[config.mk]
export PLATFORM = sky130hd
export DESIGN_NAME = zcs_width_tuner
export DESIGN_NICKNAME = d
export VERILOG_FILES = /design/src/rtl/zcs_pkg.sv /design/src/rtl/zcs_decision_decode.sv /design/src/rtl/zcs_code_stepper.sv /design/src/rtl/zcs_pulse_gen.sv /design/src/rtl/zcs_width_tuner.sv
export SDC_FILE = /design/constraint.sdc
export NUM_CORES = 1
export LEC_CHECK = 0
export BUFFER_PORTS_ARGS = -buffer_cell sky130_fd_sc_hd__buf_2
export CORE_AREA = 2 2 39 41
export CTS_BUF_LIST = sky130_fd_sc_hd__clkbuf_8
export DETAILED_ROUTE_END_ITERATION = 12
export DIE_AREA = 0 0 41 43
export GPL_TIMING_DRIVEN = 0
export HOLD_SLACK_MARGIN = 0.1
export SLEW_MARGIN = 20
export SYNTH_ARGS = -nofsm -noshare
export SYNTH_HDL_FRONTEND = slang
export SYNTH_SLANG_ARGS = --single-unit
[constraint.sdc]
create_clock -name clk -period 2.1 [get_ports clk]
set_input_delay 0.21 -clock clk [delete_from_list [all_inputs] [get_ports clk]]
set_output_delay 0.21 -clock clk [all_outputs]
set_load 0.1 [all_outputs]
[src/rtl/zcs_pkg.sv]
// Shared types for the pulse-width tuner.
// Assumes: one step command per clock, decoded from the comparator strobe.
package zcs_pkg;
    typedef enum logic [1:0] {
        STEP_HOLD = 2'd0,
        STEP_UP   = 2'd1,
        STEP_DOWN = 2'd2
    } step_e;
endpackage

[src/rtl/zcs_decision_decode.sv]
// Turns the comparator strobe and decision into a step command.
// Assumes: the decision is meaningful only while the valid strobe is high.
module zcs_decision_decode
    import zcs_pkg::*;
(
    input  logic  cmp_valid,
    input  logic  cmp_above,
    output step_e step
);
    // Pick up, down or hold from the sampled comparator bit.
    always_comb begin
        if (!cmp_valid)     step = STEP_HOLD;
        else if (cmp_above) step = STEP_UP;
        else                step = STEP_DOWN;
    end
endmodule

[src/rtl/zcs_code_stepper.sv]
// Saturating up/down register that holds the width code.
// Assumes: at most one step per clock; the reset value fits in CODE_W bits.
module zcs_code_stepper
    import zcs_pkg::*;
#(
    parameter int CODE_W   = 3,
    parameter int RST_CODE = 4
) (
    input  logic              clk,
    input  logic              rst_n,
    input  step_e             step,
    output logic [CODE_W-1:0] code
);
    localparam logic [CODE_W-1:0] CODE_TOP = '1;
    localparam logic [CODE_W-1:0] CODE_BOT = '0;
    localparam logic [CODE_W-1:0] CODE_RST = CODE_W'(RST_CODE);

    // Apply one saturating step per valid decision.
    always_ff @(posedge clk) begin
        if (!rst_n) begin
            code <= CODE_RST;
        end else begin
            case (step)
                STEP_UP:   if (code != CODE_TOP) code <= code + 1'b1;
                STEP_DOWN: if (code != CODE_BOT) code <= code - 1'b1;
                default:   code <= code;
            endcase
        end
    end
endmodule

[src/rtl/zcs_pulse_gen.sv]
// Behavioural high-side pulse generator for loop testing.
// Assumes: the pulse length is counted in whole clocks, MIN_CYC >= 1;
// the code is captured at the start edge.
module zcs_pulse_gen #(
    parameter int CODE_W  = 3,
    parameter int MIN_CYC = 1
) (
    input  logic              clk,
    input  logic              rst_n,
    input  logic              start,
    input  logic [CODE_W-1:0] code,
    output logic              gate
);
    localparam int MAX_LEN = MIN_CYC + (1 << CODE_W) - 1;
    localparam int CNT_W   = $clog2(MAX_LEN + 1);

    logic [CNT_W-1:0] remain;

    // Launch a pulse when idle, then count it down to turn-off.
    always_ff @(posedge clk) begin
        if (!rst_n) begin
            gate   <= 1'b0;
            remain <= '0;
        end else if (!gate) begin
            if (start) begin
                gate   <= 1'b1;
                remain <= CNT_W'(MIN_CYC - 1) + CNT_W'(code);
            end
        end else if (remain == '0) begin
            gate <= 1'b0;
        end else begin
            remain <= remain - 1'b1;
        end
    end
endmodule

[src/rtl/zcs_width_tuner.sv]
// Top: zero-current-switching width tuner with a behavioural gate pulse.
// Assumes: the comparator result arrives after high-side turn-off with a
// one-clock valid strobe; all inputs are synchronous to clk.
module zcs_width_tuner
    import zcs_pkg::*;
#(
    parameter int CODE_W   = 3,
    parameter int RST_CODE = 4,
    parameter int MIN_CYC  = 1
) (
    input  logic              clk,
    input  logic              rst_n,
    input  logic              cmp_valid,
    input  logic              cmp_above,
    input  logic              cyc_start,
    output logic [CODE_W-1:0] width_code,
    output logic              hs_gate
);
    step_e step;

    zcs_decision_decode u_dec (
        .cmp_valid (cmp_valid),
        .cmp_above (cmp_above),
        .step      (step)
    );

    zcs_code_stepper #(
        .CODE_W   (CODE_W),
        .RST_CODE (RST_CODE)
    ) u_step (
        .clk   (clk),
        .rst_n (rst_n),
        .step  (step),
        .code  (width_code)
    );

    zcs_pulse_gen #(
        .CODE_W  (CODE_W),
        .MIN_CYC (MIN_CYC)
    ) u_pulse (
        .clk   (clk),
        .rst_n (rst_n),
        .start (cyc_start),
        .code  (width_code),
        .gate  (hs_gate)
    );
endmodule

After elaboration in Yosys (flattened, before gate mapping)
Cells that the tools add are included.

Register bits after elaboration: 8. Bits in latches: 0. Memory bits (writable): 0. ROM bits: 0. Input bits: 5. Output and inout bits: 4. Logic and storage cells: 29. Memories kept: 0.

$add $sub $neg: 3. $mul: 0. Div/mod/pow operators: 0. Magnitude comparators: 0. Equal/unequal tests: 6. Shift operators: 0. Multiplexer cells: 11. Bitwise gates (word level): 0. Reduce and logical (&&, ||, !) cells: 6.

Operators by type and width (number): $mux 4 (3); $mux 3 (2); $pmux 3 s2 (1); $logic_not 4->1 (1); $mux 2 (2); $ne 2x1->1 const B (2); $reduce_bool 2->1 (2); $sub 4x1->4 const B (1); $add 3x1->3 const B (1); $mux 1 (3); $ne 3x3->1 const B (1); $reduce_and 3->1 (1); $reduce_bool 3->1 (1); $sub 3x1->3 const B (1); $eq 2x1->1 const B (1); $eq 2x2->1 const B (1); $ne 2x2->1 const B (1); $reduce_and 2->1 (1).

Logic depth before layout (Yosys ltp)
Gate-level depths: netlist of run 1.

Word-level depth: 5. Depth in mapped cells: 7. Depth with buffers taken out: 6.

By module
From an unflattened synthesis of run 1, not the netlist that was laid out.

Cell total of the unflattened synthesis: 57. Area total of the unflattened synthesis: 510.5 um^2.

By module, submodules not included: zcs_pulse_gen (times used 1, cells each 33, area each 281.5 um^2, sequential area each 100.1 um^2); zcs_code_stepper (times used 1, cells each 22, area each 212.7 um^2, sequential area each 60.1 um^2); zcs_decision_decode (times used 1, cells each 2, area each 16.3 um^2, sequential area each 0.0 um^2).

Least setup slack after synthesis of run 1
OpenSTA, ideal clock, no wires.

Path kind: register to register. Start point: reg u_step.code[1]. End point: reg u_step.code[2]. Library setup time: 0.135 ns. Data arrival time: 2.239 ns. Data required time: 1.965 ns. Path slack: -0.274 ns. Cell stages (with the launch flop): 7. Path buffers: 1. Clock period less this slack: 2.374 ns. Cell sequence: dfxtp_1 > buf_2 > xnor2_1 > ha_1 > o21ai_0 > a2111oi_2 > o311ai_2.

Cells in the longest elaborated chain, start to end: 3. Elaborated cells on any way between the ends: 10. Those cells by class: add/sub (2); eq/ne (3); mux (3); reduce/logical (2).

Ends and longest elaborated chain: start, declared (RTL line zcs_code_stepper.sv:12) `output logic [CODE_W-1:0] code`; start signal, assigned (RTL line zcs_code_stepper.sv:24) `STEP_UP: if (code != CODE_TOP) code <= code + 1'b1;`; start signal, assigned (RTL line zcs_code_stepper.sv:25) `STEP_DOWN: if (code != CODE_BOT) code <= code - 1'b1;`; start signal, assigned (RTL line zcs_code_stepper.sv:26) `default: code <= code;`; $sub 3x1->3, or another cell as far along (RTL line zcs_code_stepper.sv:25); $mux 3, or another cell as far along (RTL line zcs_code_stepper.sv:25); $pmux 3 s2 / $reduce_and 3->1 (equally long branches).

Parallel ways exist; a longest one is shown, timed or not. The select of a mux whose other input is x is not followed. A chain may end at the register's enable or synchronous reset.

Final worst setup path of run 1
Same ends and word-level chain as after synthesis.

==> results of run 1 <==
-- metal layers --
metal	share of wire [%]	wire, um	track usage (%)	vias up
li1	-	-	-	257
met1	48	507	18.2	213
met2	48	514	25.0	6
met3	2.5	26	4.71	2
met4	1.1	12	10.0	0
met5	0	0	0	-
-- how the worst min path moves through the flow --
stage | startpoint | to | slack, ps | depth (start not counted)
3_3_place_gp | rst_n | u_step.code[2] | 460 | 2
4_1_cts | rst_n | u_step.code[2] | 230 | 2
5_1_grt | rst_n | u_step.code[2] | 240 | 2
6_report | rst_n | u_step.code[2] | 240 | 2
2_1_floorplan | rst_n | u_step.code[2] | 280 | 1
3_5_place_dp | rst_n | u_step.code[2] | 470 | 2
-- worst max-delay path: cells and delay by family, from the launching register on --
family	cells	cell delay [ps]
AO/OA/AOI/OAI	3	650
adder cells (fa/ha/maj)	1	240
buffers and inverters	1	170
XOR/XNOR	1	170
flip-flops	1	310
-- sequential cells by signal, indices dropped and copies added (netlist names) --
signal          count
u_pulse.remain      4
u_step.code         3
u_pulse.gate        1
-- cell usage in the layout (no fill, tap or decap), types with 3 or more instances in the layout --
cell type   n
ha_1        3
dfxtp_1     6
a21oi_1     3
clkbuf_8    3
buf_2      10
o21ai_0     5
inv_1       7
nand2_1     7
-- final cells by class --
cell class,count,area (sq um)
sequential,8,163
inverter,8,30.0
tap,16,20.0
timing repair buffer,7,35.0
fill,141,749
multi-input combinational,47,330
clock buffer,3,41.3
buffer,3,15.0
-- power by group --
part | switching, mW | internal (mW) | total, mW
clock | 0.0544 | 0.124 | 0.178
combinational | 0.137 | 0.0667 | 0.204
sequential | 0.0193 | 0.172 | 0.191
-- per-stage QoR --
step	util [%]	area [sq um]	setup slack, ps	hold WS [ps]
2_1_floorplan	-	538	81.8	283
3_3_place_gp	42.9	593	418	460
3_5_place_dp	42.9	593	388	466
4_1_cts	45.8	634	401	233
5_1_grt	45.8	634	296	240
6_report	45.8	634	434	242
-- kinds of logic after synthesis --
logic type               share of synthesized area [%]
AO/OA/AOI/OAI                                     30.8
AND/OR/NAND/NOR                                   20.3
buffers and inverters                             8.41
flip-flops                                        29.9
adder cells (fa/ha/maj)                           7.01
XOR/XNOR                                          1.64
multiplexers                                      1.87
-- Yosys cell counts (2+ instances only) --
master    number  area share, %
dfxtp_1        8             30
inv_1          7            4.9
nand2_1        7            4.9
o21ai_0        5            4.7
a21oi_1        3            2.8
buf_2          3            2.8
ha_1           3            7.0
a31oi_1        2            2.3
nand2b_1       2            2.3
nor2_1         2            1.4
nor3b_1        2            2.8
o21ai_1        2            1.9
o32ai_1        2            3.3
==> run summary, run 1 <==
YS warnings - 0
Pleak - 0.261 nW
DIE WIDTH - 41 um
Fin. max-slew vios - 0
TritonCTS Buffers - 3
Critical path capture point - u_step.code[2]
Hpwl dp - 823 um
Setup slack, reg-to-reg - 430 ps
Worst-Margin Slew - 485 ps
Area growth syn-to-layout - 18.5%
Crit-path max FO - 9
Initial core utilization - 38.7%
Tcrit/Tclk final - 79.4%
Critical path arrival - 1760 ps
Via density - 5.20
Slew margin rel. - 67.9%
Inst Count DP - 89
CTS tree - yes
Tot Pwr - 0.573 mW
Crit. Startpoint - u_step.code[1]
RD Place Congestion - 0.691
Fin cells - 92
Antenna cells - 0
Post-synth EDFFs - 0
Req. time, crit path - 2190 ps
Htree depth - 1
Gr ovfl total - 0
Number of global-route vias before repair - 487
Setup TNS - 0 ps
Final min period - 1670 ps
Initial antenna violation count - 0
Top FF cell, synth - dfxtp_1
Post-CTS Setup Inserts - 0
I/O Buffers - 7
Global-route wire length before repair - 1.90 mm
Seq cells post-synth - 8
WL final - 1.06 mm
Pwr dens - 904 nW/um^2
Share of layout cells above drive strength 1 - 27.6%
Worst R2R End - u_step.code[2]
Post-cts resize count - 0
Initial DRC Count - 5
CP endpoint kind - flip-flop
Syn Area/Cell - 8.11 sq um
Critical-path top delay cell - a2111oi_2
Crit Path Class - flip-flop to flip-flop
Nets - 86
Max cap viols - 0
Worst hold path class - primary input to flip-flop
Post-CTS Hold Fix Bufs - 0
Final Hold Vio Count - 0
Wirelength per Cell - 11.5 um
Worst path max stage delay - 400 ps
CTS sink cnt - 8
Run status - complete, no violations
Largest net degree at the start of global routing - 11
Worst-path clk slew - 40 ps
RSZ-0062 raised after global routing - no
CP startpoint kind - flip-flop
Worst R2R Start - u_step.code[1]
Fmax - 600 MHz
1st-pass router iterations - 2
Setup violators final - 0
Num ports - 9
FP Rows - 14
Worst-skew pair later-pin latency - 220 ps
Die area - 1760 sq um
Chip height - 43 um
Worst r2r path cells - 6
Cells after Synth - 66
Cell Area, Synth - 536 sq um
Global Route Usage Sum - 16.1%
Synth async-reset ratio - 0%
Antenna-violating nets left - 0
Vias - 478
DRC Markers - 0
Post-synth cell types - 31
Net Count, Synth - 74
Final Skew - 2.76 ps
Core Area - 1380 sq um
Worst vdd ir - 0.000347 V
Sequential share of the synthesized area - 29.9%
Root Buffer - clkbuf_8
CTS max path bufs - 2
Cells along the critical path - buf_2 > xnor2_1 > ha_1 > o21ai_0 > a2111oi_2 > o311ai_2
Power figures use the tool's default switching activity.
==> run 2, diff against run 1 <==
==> constraint.sdc (replaced) <==
create_clock -name clk -period 1.5 [get_ports clk]
set_input_delay 0.15 -clock clk [delete_from_list [all_inputs] [get_ports clk]]
set_output_delay 0.15 -clock clk [all_outputs]
set_load 0.1 [all_outputs]
==> run summary, run 2 (synthesis results as in run 1) <==
Pwr dens - 1250 nW/um^2
Switching share of total power - 37.3%
CTS tree - yes
Die area - 1760 sq um
Post-CTS Hold Fix Bufs - 0
Antenna-violating nets left - 0
Most frequent cells in the layout - 9 x buf_2, 8 x inv_1, 7 x nand2_1
CTS max path bufs - 2
Vias - 496
Final min period - 1460 ps
CTS sink cnt - 8
Tot Pwr - 0.834 mW
Area growth syn-to-layout - 25.0%
Setup violators final - 0
Htree depth - 1
Chip height - 43 um
Max cap viols - 0
Initial DRC Count - 4
Setup TNS - 0 ps
Initial antenna violation count - 0
Antenna cells - 0
Core Area - 1380 sq um
Tcrit/Tclk final - 97.2%
Worst-Margin Slew - 485 ps
TritonCTS Buffers - 3
Place WS - -132 ps
Comb power frac - 36.3%
Clock network power share - 31.1%
1st-pass router iterations - 3
RD Place Congestion - 0.651
Slew margin rel. - 67.9%
Run status - complete, no violations
Global Route Usage Sum - 16.0%
P_sw - 0.311 mW
Hpwl dp - 856 um
Req. time, crit path - 1630 ps
Root Buffer - clkbuf_8
Final Skew - 4.21 ps
Inst Count DP - 89
Fin. max-slew vios - 0
Worst vdd ir - 0.000407 V
Share of layout cells above drive strength 1 - 33.3%
Largest net degree at the start of global routing - 11
# fillers - 147
Num ports - 9
Int Power - 0.523 mW
Commonest non-fill, non-tap cell in the layout - buf_2
Fmax - 686 MHz
Initial core utilization - 38.7%
Worst-skew pair later-pin latency - 230 ps
Crit-path max FO - 4
Pleak - 0.279 nW
Nets - 87
Via density - 5.28
Gr ovfl total - 0
WL final - 1.16 mm
Biggest regs - u_pulse.remain (4), u_step.code (3), u_pulse.gate (1)
Largest register FFs - 4
CP startpoint kind - flip-flop
Final Hold Vio Count - 0
CP endpoint kind - flip-flop
Fin cells - 94
Biggest register - u_pulse.remain
Post-Route Utilization - 48.4%
Worst hold path class - primary input to flip-flop
DRC Markers - 0
Number of global-route vias before repair - 448
Wirelength per Cell - 12.4 um
FP Rows - 14
Worst-path clk slew - 40 ps
RSZ-0062 raised after global routing - yes
Seq pwr share - 32.6%
Crit Path Class - flip-flop to flip-flop
I/O Buffers - 7
Final setup margin - 41.6 ps
Critical path arrival - 1590 ps
Setup slack, reg-to-reg - 40 ps
Global-route wire length before repair - 1.84 mm
DIE WIDTH - 41 um
-- run 2: final cells by class --
| class | count | area (sq um) | area share (%) |
|---|---|---|---|
| plain buffers | 2 | 10.0 | 1.50 |
| clock buffers | 3 | 41.3 | 6.17 |
| clock inverters | 1 | 3.75 | 0.561 |
| inverters | 8 | 30.0 | 4.49 |
| multi-input cells | 47 | 344 | 51.4 |
| flip-flops and latches | 8 | 166 | 24.9 |
| well taps | 16 | 20.0 | 2.99 |
| repair buffers | 9 | 53.8 | 8.04 |
-- run 2: through the flow --
stage               hold WS, ps  area [sq um]
finish                      176           669
global route                175           669
CTS                         172           662
detailed placement          406           603
global placement            403           603
floorplan                   223           548
-- run 2: per-layer routing --
layer / track usage, % / wire, um / vias up
met2: 24.7 / 597 / 6
met5: 0 / 0 / -
li1: - / - / 260
met3: 4.71 / 21 / 2
met1: 17.1 / 520 / 228
met4: 12.0 / 22 / 0
-- run 2: timing repair --
item                       in CTS  in global routing
pin swaps                       3                  1
setup endpoints to repair       1                  2
gates resized for setup         3                  2
setup buffers                   2                  0
-- run 2: power by group through the flow --
stage          logic [mW]  registers (mW)  clock network [mW]
6_report            0.303           0.272               0.260
5_1_grt             0.329           0.276               0.291
4_1_cts             0.298           0.272               0.274
3_5_place_dp        0.293           0.272                   0
3_3_place_gp        0.286           0.272                   0
2_1_floorplan       0.153           0.359                   0
-- run 2: worst paths after layout --
| path | endpoint | depth (start not counted) | from |
|---|---|---|---|
| min reg2reg | u_pulse.remain[1] | 2 | u_pulse.remain[1] |
| max reg2reg | u_step.code[2] | 5 | u_step.code[1] |
| min | u_step.code[2] | 2 | rst_n |
| max | u_step.code[2] | 5 | u_step.code[1] |
-- run 2: worst max-delay path, cell delays in order (launching register included) --
cell and delay (ps):
dfxtp_4 350, xnor2_2 130, ha_2 210, buf_6 120, o41a_1 310, o311ai_2 240
==> run 3, diff against run 2 <==
--- a/config.mk
+++ b/config.mk
@@ -12,7 +12,6 @@
 export DIE_AREA = 0 0 41 43
 export GPL_TIMING_DRIVEN = 0
 export HOLD_SLACK_MARGIN = 0.1
-export SLEW_MARGIN = 20
 export SYNTH_ARGS = -nofsm -noshare
 export SYNTH_HDL_FRONTEND = slang
 export SYNTH_SLANG_ARGS = --single-unit
==> constraint.sdc (replaced) <==
create_clock -name clk -period 1.3 [get_ports clk]
set_input_delay 0.13 -clock clk [delete_from_list [all_inputs] [get_ports clk]]
set_output_delay 0.13 -clock clk [all_outputs]
set_load 0.1 [all_outputs]
==> run summary, run 3 (synthesis results as in run 1) <==
Root Buffer - clkbuf_8
Setup violators final - 1
Flip-flop and latch area - 175 sq um
Worst-path clk slew - 40 ps
RSZ-0062 raised after global routing - yes
Critical path arrival - 1450 ps
DIE WIDTH - 41 um
Pleak - 0.299 nW
Placed cell area - 633 sq um
Met2 Resource Use GR - 25.9%
Worst-Margin Slew - 488 ps
CP endpoint kind - flip-flop
DRC Markers - 0
Antenna cells - 0
Hold_ws - 154 ps
Chip height - 43 um
Initial core utilization - 38.7%
Die area - 1760 sq um
Worst vdd ir - 0.000600 V
Req. time, crit path - 1430 ps
Number of global-route vias before repair - 477
Inst Count DP - 89
Worst path max stage delay - 360 ps
Global-route wire length before repair - 1.99 mm
Failing checks - setup timing
Wirelength per Cell - 12.5 um
Most frequent cells in the layout - 8 x buf_2, 7 x inv_1, 7 x nand2_1
Biggest register - u_pulse.remain
Num ports - 9
FP Rows - 14
Largest net degree at the start of global routing - 11
Final min period - 1320 ps
Pwr dens - 1350 nW/um^2
Fin cells - 95
Share of layout cells above drive strength 1 - 49.4%
Initial DRC Count - 10
CTS sink cnt - 8
# fillers - 135
I/O Buffers - 7
Max cap viols - 0
Worst hold path class - primary input to flip-flop
TritonCTS Buffers - 3
Vias - 514
WHS Path Cells - 2
Biggest regs - u_pulse.remain (4), u_step.code (3), u_pulse.gate (1)
Worst r2r path cells - 4
Gr busiest metal - met2
Largest register FFs - 4
Cells along the critical path - xnor2_4 > ha_4 > o41a_1 > o311ai_2
Setup slack, reg-to-reg - -20 ps
Final instance area - 768 sq um
Global Route Usage Sum - 17.2%
Worst-skew pair later-pin latency - 230 ps
Fin. max-slew vios - 0
Met3 GRT Util - 6.28%
Run status - complete, but fails checks
Slew margin rel. - 67.7%
Tcrit/Tclk final - 102%
CTS max path bufs - 2
1st-pass router iterations - 4
Final setup margin - -20.1 ps
Initial antenna violation count - 0
Nets - 88
Gr ovfl total - 0
Via density - 5.41
Fmax - 758 MHz
Antenna-violating nets left - 0
CTS tree - yes
Commonest non-fill, non-tap cell in the layout - buf_2
Hpwl dp - 826 um
Final Skew - 0.379 ps
Met1 Use GR - 19.8%
Critical-path top delay cell - dfxtp_4
WL final - 1.19 mm
Final Hold Vio Count - 0
Crit-path max FO - 5
Htree depth - 1
RD Place Congestion - 0.662
Crit Path Class - flip-flop to flip-flop
CP startpoint kind - flip-flop
Core Area - 1380 sq um
Post-Route Utilization - 55.5%
Multi-input logic area - 428 sq um
Area growth syn-to-layout - 43.5%
[run 3: layer usage]
metal,up-vias,wire length [um]
met5,-,0
met4,0,29
met3,4,41
met2,8,589
met1,238,526
li1,264,-
[run 3: path summary, 6_finish.rpt]
kind	from	endpoint
hold / removal	rst_n	u_step.code[2]
setup reg to reg	u_step.code[1]	u_step.code[2]
setup / recovery	u_step.code[1]	u_step.code[2]
hold reg to reg	u_pulse.remain[1]	u_pulse.remain[1]
[run 3: worst max-delay path: cells and delay by family (launching register included)]
family                   cells  cell delay [ps]
flip-flops                   1              360
XOR/XNOR                     1              130
AO/OA/AOI/OAI                2              560
adder cells (fa/ha/maj)      1              180
[run 3: per-stage QoR]
step	worst slack, ps	setup TNS (ps)	power [mW]
CTS	-48.9	-48.9	1.03
global route	-75.4	-75.4	1.11
detailed placement	-212	-548	0.671
global placement	-208	-556	0.666
floorplan	-334	-469	0.608
finish	-20.1	-20.1	1.04
[run 3: layout make-up]
class | count | area share [%]
Buffer | 2 | 1.30
Clock buffer | 3 | 5.37
Clock inverter | 1 | 0.489
Inverter | 8 | 3.91
Multi-Input combinational cell | 47 | 55.7
Sequential cell | 8 | 22.8
Tap cell | 16 | 2.61
Timing Repair Buffer | 10 | 7.82
[run 3: repair_timing]
action | 4_1_cts | 5_1_grt
hold buffers | 0 | 0
buffers inserted | 3 | 0
pin swaps | 5 | 5
endpoints found under the setup margin | 5 | 5
gates resized for setup | 10 | 6
hold endpoints to repair | 0 | 0
[run 3: report_power, final]
part,switching [mW],internal (mW)
clock network,0.0952,0.204
registers,0.0385,0.281
logic,0.254,0.166
total,0.388,0.651
